### src/rtl/spi_tgt_pkg.sv
package spi_tgt_pkg;
  localparam int unsigned NUM_EVT = 4;
  localparam int unsigned EV_LVL2 = 0;
  localparam int unsigned EV_DESEL = 1;
  localparam int unsigned EV_SEL = 2;
  localparam int unsigned EV_HALF = 3;

  typedef enum logic [1:0] {
    RGN_OBUF = 2'b00,
    RGN_IBUF = 2'b01,
    RGN_REGS = 2'b10,
    RGN_NONE = 2'b11
  } rgn_e;

  typedef enum logic [1:0] {
    RS_STATUS = 2'd0,
    RS_ENABLE = 2'd1,
    RS_LEVEL  = 2'd2,
    RS_STATE  = 2'd3
  } reg_sel_e;
endpackage

### src/rtl/spi_tgt_sync.sv
module spi_tgt_sync #(
  parameter int STAGES = 2
) (
  input  logic clk,
  input  logic rst,
  input  logic cs_n_pin,
  input  logic sclk_pin,
  input  logic mosi_pin,
  output logic cs_n_q,
  output logic cs_fall,
  output logic cs_rise,
  output logic sclk_rise,
  output logic mosi_q
);
  logic [STAGES-1:0] cs_p, ck_p, mo_p;
  logic cs_d, ck_d;

  always_ff @(posedge clk) begin
    if (rst) begin
      cs_p <= '1;
      ck_p <= '0;
      mo_p <= '0;
      cs_d <= 1'b1;
      ck_d <= 1'b0;
    end else begin
      cs_p <= {cs_p[STAGES-2:0], cs_n_pin};
      ck_p <= {ck_p[STAGES-2:0], sclk_pin};
      mo_p <= {mo_p[STAGES-2:0], mosi_pin};
      cs_d <= cs_p[STAGES-1];
      ck_d <= ck_p[STAGES-1];
    end
  end

  assign cs_n_q    = cs_p[STAGES-1];
  assign mosi_q    = mo_p[STAGES-1];
  assign cs_fall   = cs_d & ~cs_p[STAGES-1];
  assign cs_rise   = ~cs_d & cs_p[STAGES-1];
  assign sclk_rise = ~ck_d & ck_p[STAGES-1];
endmodule

### src/rtl/spi_tgt_shift.sv
module spi_tgt_shift #(
  parameter int DEPTH = 128,
  localparam int PTR_W = $clog2(DEPTH)
) (
  input  logic             clk,
  input  logic             rst,
  input  logic             cs_n_q,
  input  logic             cs_fall,
  input  logic             sclk_rise,
  input  logic             mosi_q,
  input  logic [7:0]       ob_byte,
  output logic [PTR_W-1:0] ptr,
  output logic [PTR_W-1:0] ptr_nxt,
  output logic             commit,
  output logic [7:0]       rx_byte,
  output logic             miso
);
  logic [2:0] bitcnt;
  logic [6:0] shreg;
  logic       clk_in;

  assign clk_in  = ~cs_n_q & sclk_rise & ~cs_fall;
  assign commit  = clk_in & (bitcnt == 3'd7);
  assign rx_byte = {shreg, mosi_q};
  assign ptr_nxt = (ptr == PTR_W'(DEPTH - 1)) ? '0 : ptr + 1'b1;

  always_ff @(posedge clk) begin
    if (rst || cs_fall) begin
      bitcnt <= '0;
      shreg  <= '0;
      ptr    <= '0;
    end else if (clk_in) begin
      bitcnt <= bitcnt + 1'b1;
      shreg  <= rx_byte[6:0];
      if (commit) ptr <= ptr_nxt;
    end
  end

  always_ff @(posedge clk) begin
    if (rst) miso <= 1'b0;
    else     miso <= ob_byte[3'd7 - bitcnt];
  end

  p_ptr_wrap_r3: assert property (@(posedge clk) disable iff (rst)
    (commit && ptr == PTR_W'(DEPTH - 1)) |=> (ptr == '0));
  p_sel_clears_r4: assert property (@(posedge clk) disable iff (rst)
    cs_fall |=> (ptr == '0 && bitcnt == 3'd0));
  p_ptr_moves_only_on_byte_r2: assert property (@(posedge clk) disable iff (rst)
    (!commit && !cs_fall) |=> $stable(ptr));
endmodule

### src/rtl/spi_tgt_events.sv
module spi_tgt_events
  import spi_tgt_pkg::*;
#(
  parameter int DEPTH = 128,
  parameter int LVL_W = 6,
  localparam int PTR_W = $clog2(DEPTH)
) (
  input  logic               clk,
  input  logic               rst,
  input  logic               cs_fall,
  input  logic               cs_rise,
  input  logic               commit,
  input  logic [PTR_W-1:0]   ptr_nxt,
  input  logic               we_sts,
  input  logic               we_en,
  input  logic               we_lvl,
  input  logic [NUM_EVT-1:0] mask_wdata,
  input  logic [7:0]         lvl_wdata,
  output logic [NUM_EVT-1:0] sts,
  output logic [NUM_EVT-1:0] en,
  output logic [7:0]         lvl_cfg,
  output logic               irq
);
  localparam logic [PTR_W-1:0] HALF_PTR = PTR_W'(DEPTH / 2);

  logic [NUM_EVT-1:0] set, clr;
  logic [LVL_W-1:0]   thr;
  logic               lvl_off;

  assign thr     = lvl_cfg[LVL_W-1:0];
  assign lvl_off = lvl_cfg[7];
  assign clr     = we_sts ? mask_wdata : '0;

  always_comb begin
    set          = '0;
    set[EV_LVL2] = commit && !lvl_off && (thr != '0) && (ptr_nxt == PTR_W'(thr));
    set[EV_DESEL]= cs_rise;
    set[EV_SEL]  = cs_fall;
    set[EV_HALF] = commit && (ptr_nxt == HALF_PTR);
  end

  always_ff @(posedge clk) begin
    if (rst) begin
      sts     <= '0;
      en      <= '0;
      lvl_cfg <= 8'h80;
      irq     <= 1'b0;
    end else begin
      sts <= (sts & ~clr) | set;
      irq <= |(sts & en);
      if (we_en)  en      <= mask_wdata;
      if (we_lvl) lvl_cfg <= lvl_wdata;
    end
  end

  p_desel_event_r5: assert property (@(posedge clk) disable iff (rst)
    cs_rise |=> sts[EV_DESEL]);
  p_lvl2_armed_r7: assert property (@(posedge clk) disable iff (rst)
    $rose(sts[EV_LVL2]) |-> !$past(lvl_off));
  p_w1c_r8: assert property (@(posedge clk) disable iff (rst)
    (we_sts && set == '0) |=> ((sts & $past(mask_wdata)) == '0));
  p_masked_quiet_r9: assert property (@(posedge clk) disable iff (rst)
    (en == '0) |=> !irq);
endmodule

### src/rtl/spi_tgt_evt.sv
module spi_tgt_evt
  import spi_tgt_pkg::*;
#(
  parameter int DEPTH = 128,
  parameter int LVL_W = 6,
  parameter int SYNC_STAGES = 2,
  localparam int PTR_W = $clog2(DEPTH),
  localparam int ADDR_W = PTR_W + 2
) (
  input  logic              clk,
  input  logic              rst,
  input  logic              spi_cs_n,
  input  logic              spi_sclk,
  input  logic              spi_mosi,
  output logic              spi_miso,
  input  logic [ADDR_W-1:0] cpu_addr,
  input  logic [7:0]        cpu_wdata,
  input  logic              cpu_we,
  input  logic              cpu_re,
  output logic [7:0]        cpu_rdata,
  output logic              irq
);
  logic             cs_n_q, cs_fall, cs_rise, sclk_rise, mosi_q;
  logic [PTR_W-1:0] ptr, ptr_nxt;
  logic             commit;
  logic [7:0]       rx_byte, ob_q, reg_val, lvl_cfg;
  logic [NUM_EVT-1:0] sts, en;
  logic [7:0]       ibuf_mem [DEPTH];
  logic [7:0]       obuf_mem [DEPTH];
  rgn_e             rgn;
  reg_sel_e         rsel;
  logic             wr_regs;

  assign rgn     = rgn_e'(cpu_addr[ADDR_W-1 -: 2]);
  assign rsel    = reg_sel_e'(cpu_addr[1:0]);
  assign wr_regs = cpu_we && (rgn == RGN_REGS);

  spi_tgt_sync #(.STAGES(SYNC_STAGES)) u_sync (
    .clk, .rst,
    .cs_n_pin(spi_cs_n), .sclk_pin(spi_sclk), .mosi_pin(spi_mosi),
    .cs_n_q, .cs_fall, .cs_rise, .sclk_rise, .mosi_q
  );

  spi_tgt_shift #(.DEPTH(DEPTH)) u_shift (
    .clk, .rst, .cs_n_q, .cs_fall, .sclk_rise, .mosi_q,
    .ob_byte(ob_q), .ptr, .ptr_nxt, .commit, .rx_byte, .miso(spi_miso)
  );

  spi_tgt_events #(.DEPTH(DEPTH), .LVL_W(LVL_W)) u_evt (
    .clk, .rst, .cs_fall, .cs_rise, .commit, .ptr_nxt,
    .we_sts(wr_regs && rsel == RS_STATUS),
    .we_en (wr_regs && rsel == RS_ENABLE),
    .we_lvl(wr_regs && rsel == RS_LEVEL),
    .mask_wdata(cpu_wdata[NUM_EVT-1:0]),
    .lvl_wdata(cpu_wdata),
    .sts, .en, .lvl_cfg, .irq
  );

  // Input buffer: serial side writes, CPU side reads.
  always_ff @(posedge clk) begin
    if (commit) ibuf_mem[ptr] <= rx_byte;
  end

  // Output buffer: CPU side writes, serial side reads at the transfer pointer.
  always_ff @(posedge clk) begin
    if (cpu_we && rgn == RGN_OBUF) obuf_mem[cpu_addr[PTR_W-1:0]] <= cpu_wdata;
    ob_q <= obuf_mem[ptr];
  end

  always_comb begin
    case (rsel)
      RS_STATUS: reg_val = 8'(sts);
      RS_ENABLE: reg_val = 8'(en);
      RS_LEVEL:  reg_val = lvl_cfg;
      default:   reg_val = 8'(ptr) | (cs_n_q ? 8'h00 : 8'h80);
    endcase
  end

  always_ff @(posedge clk) begin
    if (cpu_re) begin
      case (rgn)
        RGN_IBUF: cpu_rdata <= ibuf_mem[cpu_addr[PTR_W-1:0]];
        RGN_REGS: cpu_rdata <= reg_val;
        default:  cpu_rdata <= 8'h00;
      endcase
    end
  end

  p_idle_ptr_r10: assert property (@(posedge clk) disable iff (rst)
    (cs_n_q && !cs_fall && $past(cs_n_q)) |=> $stable(ptr));
endmodule

### config.mk
export PLATFORM = sky130hd
export DESIGN_NAME = spi_tgt_evt
export DESIGN_NICKNAME = d
export VERILOG_FILES = /design/src/rtl/spi_tgt_pkg.sv /design/src/rtl/spi_tgt_sync.sv /design/src/rtl/spi_tgt_shift.sv /design/src/rtl/spi_tgt_events.sv /design/src/rtl/spi_tgt_evt.sv
export SDC_FILE = /design/constraint.sdc
export NUM_CORES = 2
export LEC_CHECK = 0
export BUFFER_PORTS_ARGS = -buffer_cell sky130_fd_sc_hd__buf_2
export CAP_MARGIN = 40
export CORE_UTILIZATION = 55
export DETAILED_ROUTE_END_ITERATION = 6
export PLACE_DENSITY_LB_ADDON = 0.08
export SYNTH_ARGS = -nofsm -noshare
export SYNTH_HDL_FRONTEND = slang
export SYNTH_HIERARCHICAL = 1
export SYNTH_SLANG_ARGS = --single-unit
### constraint.sdc
create_clock -name clk -period 3.4 [get_ports clk]
set_input_delay 0 -clock clk [delete_from_list [all_inputs] [get_ports clk]]
set_output_delay 0 -clock clk [all_outputs]
set_load 0.01 [all_outputs]
Word level (Yosys, flattened, before mapping). Memories as Yosys holds them, arrays and structs flattened. A register that Yosys moved wholly into a read port is not among the register bits. Cells that the tools add are included. W data, S select, Z words.

Flip-flop bits (word level): 51. Output and inout port bits: 10. Memory bits (writable): 2048. Memories kept: 2.

Multiplexer cells: 11. Order comparisons: 1. Add/subtract/negate cells: 3. Reduce and logical (&&, ||, !) cells: 16. Bitwise gates (word level): 15. Equal/unequal tests: 8.

Memory list: ibuf_mem (words 128, width 8, read ports 1, clocked after memory_dff 0, wr ports 1, RTL line spi_tgt_evt.sv:28) `logic [7:0] ibuf_mem [DEPTH];`; obuf_mem (words 128, width 8, read ports 1, clocked after memory_dff 1, wr ports 1, RTL line spi_tgt_evt.sv:29) `logic [7:0] obuf_mem [DEPTH];`.

Operators by type and width (number): $pmux W8 S3 (1); $pmux W8 S2 (1); $eq A7 B7 Y1 const B (2); $logic_and A1 B1 Y1 (9); $and A4 B4 Y4 (2); $mux W8 (1); $or A7 B8 Y8 (1); $add A7 B1 Y7 const B (1); $eq A7 B6 Y1 (1); $mux W7 (1); $and A1 B1 Y1 (6); $reduce_bool A6 Y1 (1); $mux W1 (5); $eq A2 B1 Y1 const B (2); $eq A2 B2 Y1 const B (2); $logic_not A2 Y1 (2); $lt A3 B4 Y1 const B (1); $mux W4 (1); $not A1 Y1 (4); $not A4 Y4 (1); $or A4 B4 Y4 (1); $reduce_or A4 Y1 (1); $add A3 B1 Y3 const B (1); $bmux W1 S3 (1); 5 further kinds (5).

Depth between registers and ports, before layout.
Word-level depth: 9. Mapped depth: 12.

Cells and area by module. The synthesis kept the hierarchy.

Modules (own cells, without submodules): spi_tgt_evt (times used 1, cells each 4167, sequential area each 61899.4 µm², area an instance 80439.6 µm²); spi_tgt_shift (times used 1, cells each 107, sequential area each 360.3 µm², area an instance 893.4 µm²); spi_tgt_events (times used 1, cells each 73, sequential area each 340.3 µm², area an instance 720.7 µm²); spi_tgt_sync (times used 1, cells each 19, sequential area each 160.2 µm², area an instance 229.0 µm²).

Least setup slack after synthesis. OpenSTA, ideal clock, no wires.

Kind: register to register. From: register u_shift.ptr[0]. To: memory ibuf_mem[109][0], enable pin. Cell stages (with the launch flop): 11. Setup slack: 0.481 ns. Data arrival time: 2.549 ns. Data required time: 3.030 ns. Buffers on the path: 8. Path through: dfxtp_1 > buf_6 > buf_12 > buf_4 > buf_4 > buf_2 > buf_2 > buf_2 > nand3_1 > clkbuf_1 > nor2_1.

RTL lines: from (decl) (RTL line spi_tgt_shift.sv:12) `output logic [PTR_W-1:0] ptr,`; from (signal assigned) (RTL line spi_tgt_shift.sv:35) `if (commit) ptr <= ptr_nxt;`; to (decl) (RTL line spi_tgt_evt.sv:28).

Straight into the memory's write port.

==> results.cfg <==
[floorplan]
core_sq_um = 148000
placementRows = 141
die_x_um = 389
die-area_sq_um = 151000
die_height_um = 389
start_util_pct = 55.5
pin_count = 34

[synthesis]
postSynthNetCount = 4396
postSynthAreaPerCell_sq_um = 18.8
yosysWarnings = 6
postSynth.topFlopCell = sky130_fd_sc_hd__edfxtp_1
syn_inst = 4366
synth_sequential_area_ratio_pct = 76.3
synth_seq_cells = 2107
post_synth_num_cell_types = 82
asyncSetResetFlopFracSynth_pct = 0
synth_enable_flop_cells = 2056
synth.cell_area_sq_um = 82300

[worst_setup_path]
critical-path-top-cell-by-count = sky130_fd_sc_hd__a221oi_1
worst_ep_required_time_ns = 4.10
path_buf_inv = 3
maximum_fanout_along_the_worst_path = 26
cp.depth = 8
timing.critical_path.arrival_ns = 3.97
crit_path_max_incr_delay_ns = 0.74
startpoint_type = flop
cp_slowest_cell = sky130_fd_sc_hd__a221oi_1
crit_path_cell_trace = buf_12 -> inv_2 -> buf_4 -> a221oi_1 -> nor2_1 -> a221oi_1 -> o211ai_1 -> a2111o_1
worst_setup_path_end_kind = flop
worst_r2r_path_depth = 8
worst_path_dominant_cell_family = compound AO/OA/AOI/OAI gates
critical_path_class = flop to flop

[grt]
grt_use_met2_pct = 48.6
maximum_number_of_pins_on_one_net_before_global_route_repair = 130
grt_use_met1_pct = 42.1
grt_max_usage_layer = met2
remaining_global_route_overflow = 0
global_route_wire_length_before_repair_um = 327000
grt_use_total_pct = 30.4
groute.layer.met3.usage_pct = 5.23
grt_pass1_vias = 44700
grt_antenna_before_repair = 2

[cts]
cts-root-to-sink-buffers = 3
cts_num_sinks = 2107
cts_tree = built
h_tree_level_count = 4
cts_post_setup_buffers_inserted = 0
clkTransAtPathRegs_ns = 0.06
clock_insertion_delay_worst_skew_ns = 0.82
clock_tree.root_cell = sky130_fd_sc_hd__clkbuf_16
numCtsBuffers = 206

[detailed_routing]
detailroute.via_count = 45300
viasPerCell = 6.46
drtIter0Drc = 5577
drt_pass1_iterations = 6
antenna_left = 0
detail_route.wirelength_um = 229000
post_drt_wl_per_cell_um = 32.6
remaining_drc_errors = 0

[placement]
placedInstanceArea_sq_um = 88400
dpl_wire_length_um = 145000
place_worst_setup_slack_ns = 0.233
finalWeightedCongestion = 0.953
buffer_ports.inserted = 33

[timing]
max_slew.worst_pin.slew_ns = 1.05
max_freq_ghz = 0.305
finalSetupViolCount = 0
final.setup.tns_ns = 0
timing_max_transition_violations_final = 0
fin_worst_skew_ns = 0.0281
timing.max_slew.rel_slack_pct = 29.8
rsz0062_at_grt = no
final-hold-violation-count = 0
min_period_over_period_pct = 96.4
setup_slack_ns = 0.124
final.min_clock_period_ns = 3.28

[status]
run_status = completed

[layout]
syn_to_final_growth_pct = 16.0
design.final.nets = 4927
final_cell_mix = sky130_fd_sc_hd__edfxtp_1 (2056), sky130_fd_sc_hd__buf_4 (493), sky130_fd_sc_hd__nor2_1 (340)
most_common_cell_after_layout_fill_and_taps_aside = sky130_fd_sc_hd__edfxtp_1
final_layout_size_suffix_gt1_share_pct = 25.4
post_layout_instance_area_sq_um = 95500

[pwr]
ir_worst_vdd_v = 0.000488
cellLeakagePower_nw = 31.5
p_per_area_nw_per_um2 = 548

[hold_path]
worstHoldPathType = primary input to flop
holdPathStages = 5

[flow_run]
max-cap-violations = 0
## cell type report
class,instances,area (sq um)
sequential,2107,62800
fill,10200,52700
multi-input combinational,1971,18300
clock buffer,287,5850
timing repair buffer,597,5140
tap,1930,2410
clock inverter,103,882
inverter,14,57.6
antenna,2,5.00
## flip-flops by register name (all words and copies together), names as in the netlist, 4 cells and up
register       cells
u_shift/shreg      7
obuf_mem        1024
cpu_rdata          8
u_shift/ptr        7
u_evt/lvl_cfg      8
u_evt/sts          4
ibuf_mem        1024
ob_q               8
u_evt/en           4
## metal layers
layer	share of wire (%)	wire [um]
met4	4.3	9760
met2	48	110000
met5	0	0
met3	8.4	19100
met1	39	89500
## Yosys cell counts, types with 11 or more instances
cell | count | area share [%]
sky130_fd_sc_hd__buf_1 | 38 | 0.17
sky130_fd_sc_hd__nor2b_1 | 26 | 0.20
sky130_fd_sc_hd__mux4_2 | 292 | 8.0
sky130_fd_sc_hd__o22a_1 | 11 | 0.12
sky130_fd_sc_hd__clkbuf_1 | 126 | 0.57
sky130_fd_sc_hd__a221o_1 | 22 | 0.27
sky130_fd_sc_hd__buf_4 | 17 | 0.16
sky130_fd_sc_hd__o211ai_1 | 18 | 0.16
sky130_fd_sc_hd__nand2_1 | 175 | 0.80
sky130_fd_sc_hd__o22ai_1 | 51 | 0.39
sky130_fd_sc_hd__dfxtp_1 | 51 | 1.2
sky130_fd_sc_hd__buf_2 | 90 | 0.55
sky130_fd_sc_hd__edfxtp_1 | 2056 | 75
sky130_fd_sc_hd__a22oi_1 | 100 | 0.91
sky130_fd_sc_hd__mux2i_1 | 285 | 3.5
sky130_fd_sc_hd__a22o_1 | 18 | 0.19
sky130_fd_sc_hd__a21oi_1 | 86 | 0.52
sky130_fd_sc_hd__mux2_2 | 96 | 1.3
sky130_fd_sc_hd__nor2_1 | 343 | 1.6
sky130_fd_sc_hd__a221oi_1 | 151 | 1.6
sky130_fd_sc_hd__nand3_1 | 36 | 0.22
sky130_fd_sc_hd__o21ai_0 | 63 | 0.38
sky130_fd_sc_hd__o221ai_1 | 20 | 0.21
## path summary, 6_finish.rpt
kind	start	to	slack [ns]
max	u_shift/ptr[0]	ob_q[1]	0.12
min reg2reg	u_sync/ck_p[0]	u_sync/ck_p[1]	0.43
min	cpu_addr[3]	cpu_rdata[1]	0.07
max reg2reg	u_shift/ptr[0]	ob_q[1]	0.12
## power breakdown
part | switching (W) | total [W] | internal [W] | leakage [nW]
combinational | 0.000895 | 0.00140 | 0.000501 | 8.97
sequential | 0.0000262 | 0.0283 | 0.0283 | 19.2
clock | 0.00946 | 0.0226 | 0.0132 | 3.31
total | 0.0104 | 0.0524 | 0.0420 | 31.5
## stage by stage
step                utilization (%)  power [W]  std cells  hold WS [ns]
floorplan                         -     0.0296       4366        0.0716
global route                   64.4     0.0536       7009        0.0749
detailed placement             59.7     0.0303       6591         0.182
CTS                            64.4     0.0526       7008        0.0304
finish                         64.4     0.0524       7011        0.0706
global placement               59.6     0.0302       6579         0.180
## timing repair
action / CTS / global route
hold buffers: 27 / 0
hold endpoints to repair: 679 / 0
endpoints found under the setup margin: 0 / 0
resized for setup: 0 / 0
## worst reg2reg max path, cell delays in order (launching register included)
cell	delay [ns]
sky130_fd_sc_hd__dfxtp_4	0.62
sky130_fd_sc_hd__buf_12	0.32
sky130_fd_sc_hd__inv_2	0.16
sky130_fd_sc_hd__buf_4	0.32
sky130_fd_sc_hd__a221oi_1	0.28
sky130_fd_sc_hd__nor2_1	0.07
sky130_fd_sc_hd__a221oi_1	0.74
sky130_fd_sc_hd__o211ai_1	0.26
sky130_fd_sc_hd__a2111o_1	0.39
## cell families (layout without fill, tap and decap cells)
kind of cell,Yosys count,count (layout),share of synthesized area (%)
xor+xnor,11,11,0.117
simple gates,646,646,3.34
buf+inv,288,1001,1.57
mux,678,678,12.9
other cells,0,2,0
flops,2107,2107,76.3
fa+ha+maj,6,6,0.0912
compound gates,630,630,5.69
Note: power is estimated with default switching activity, not from simulation.
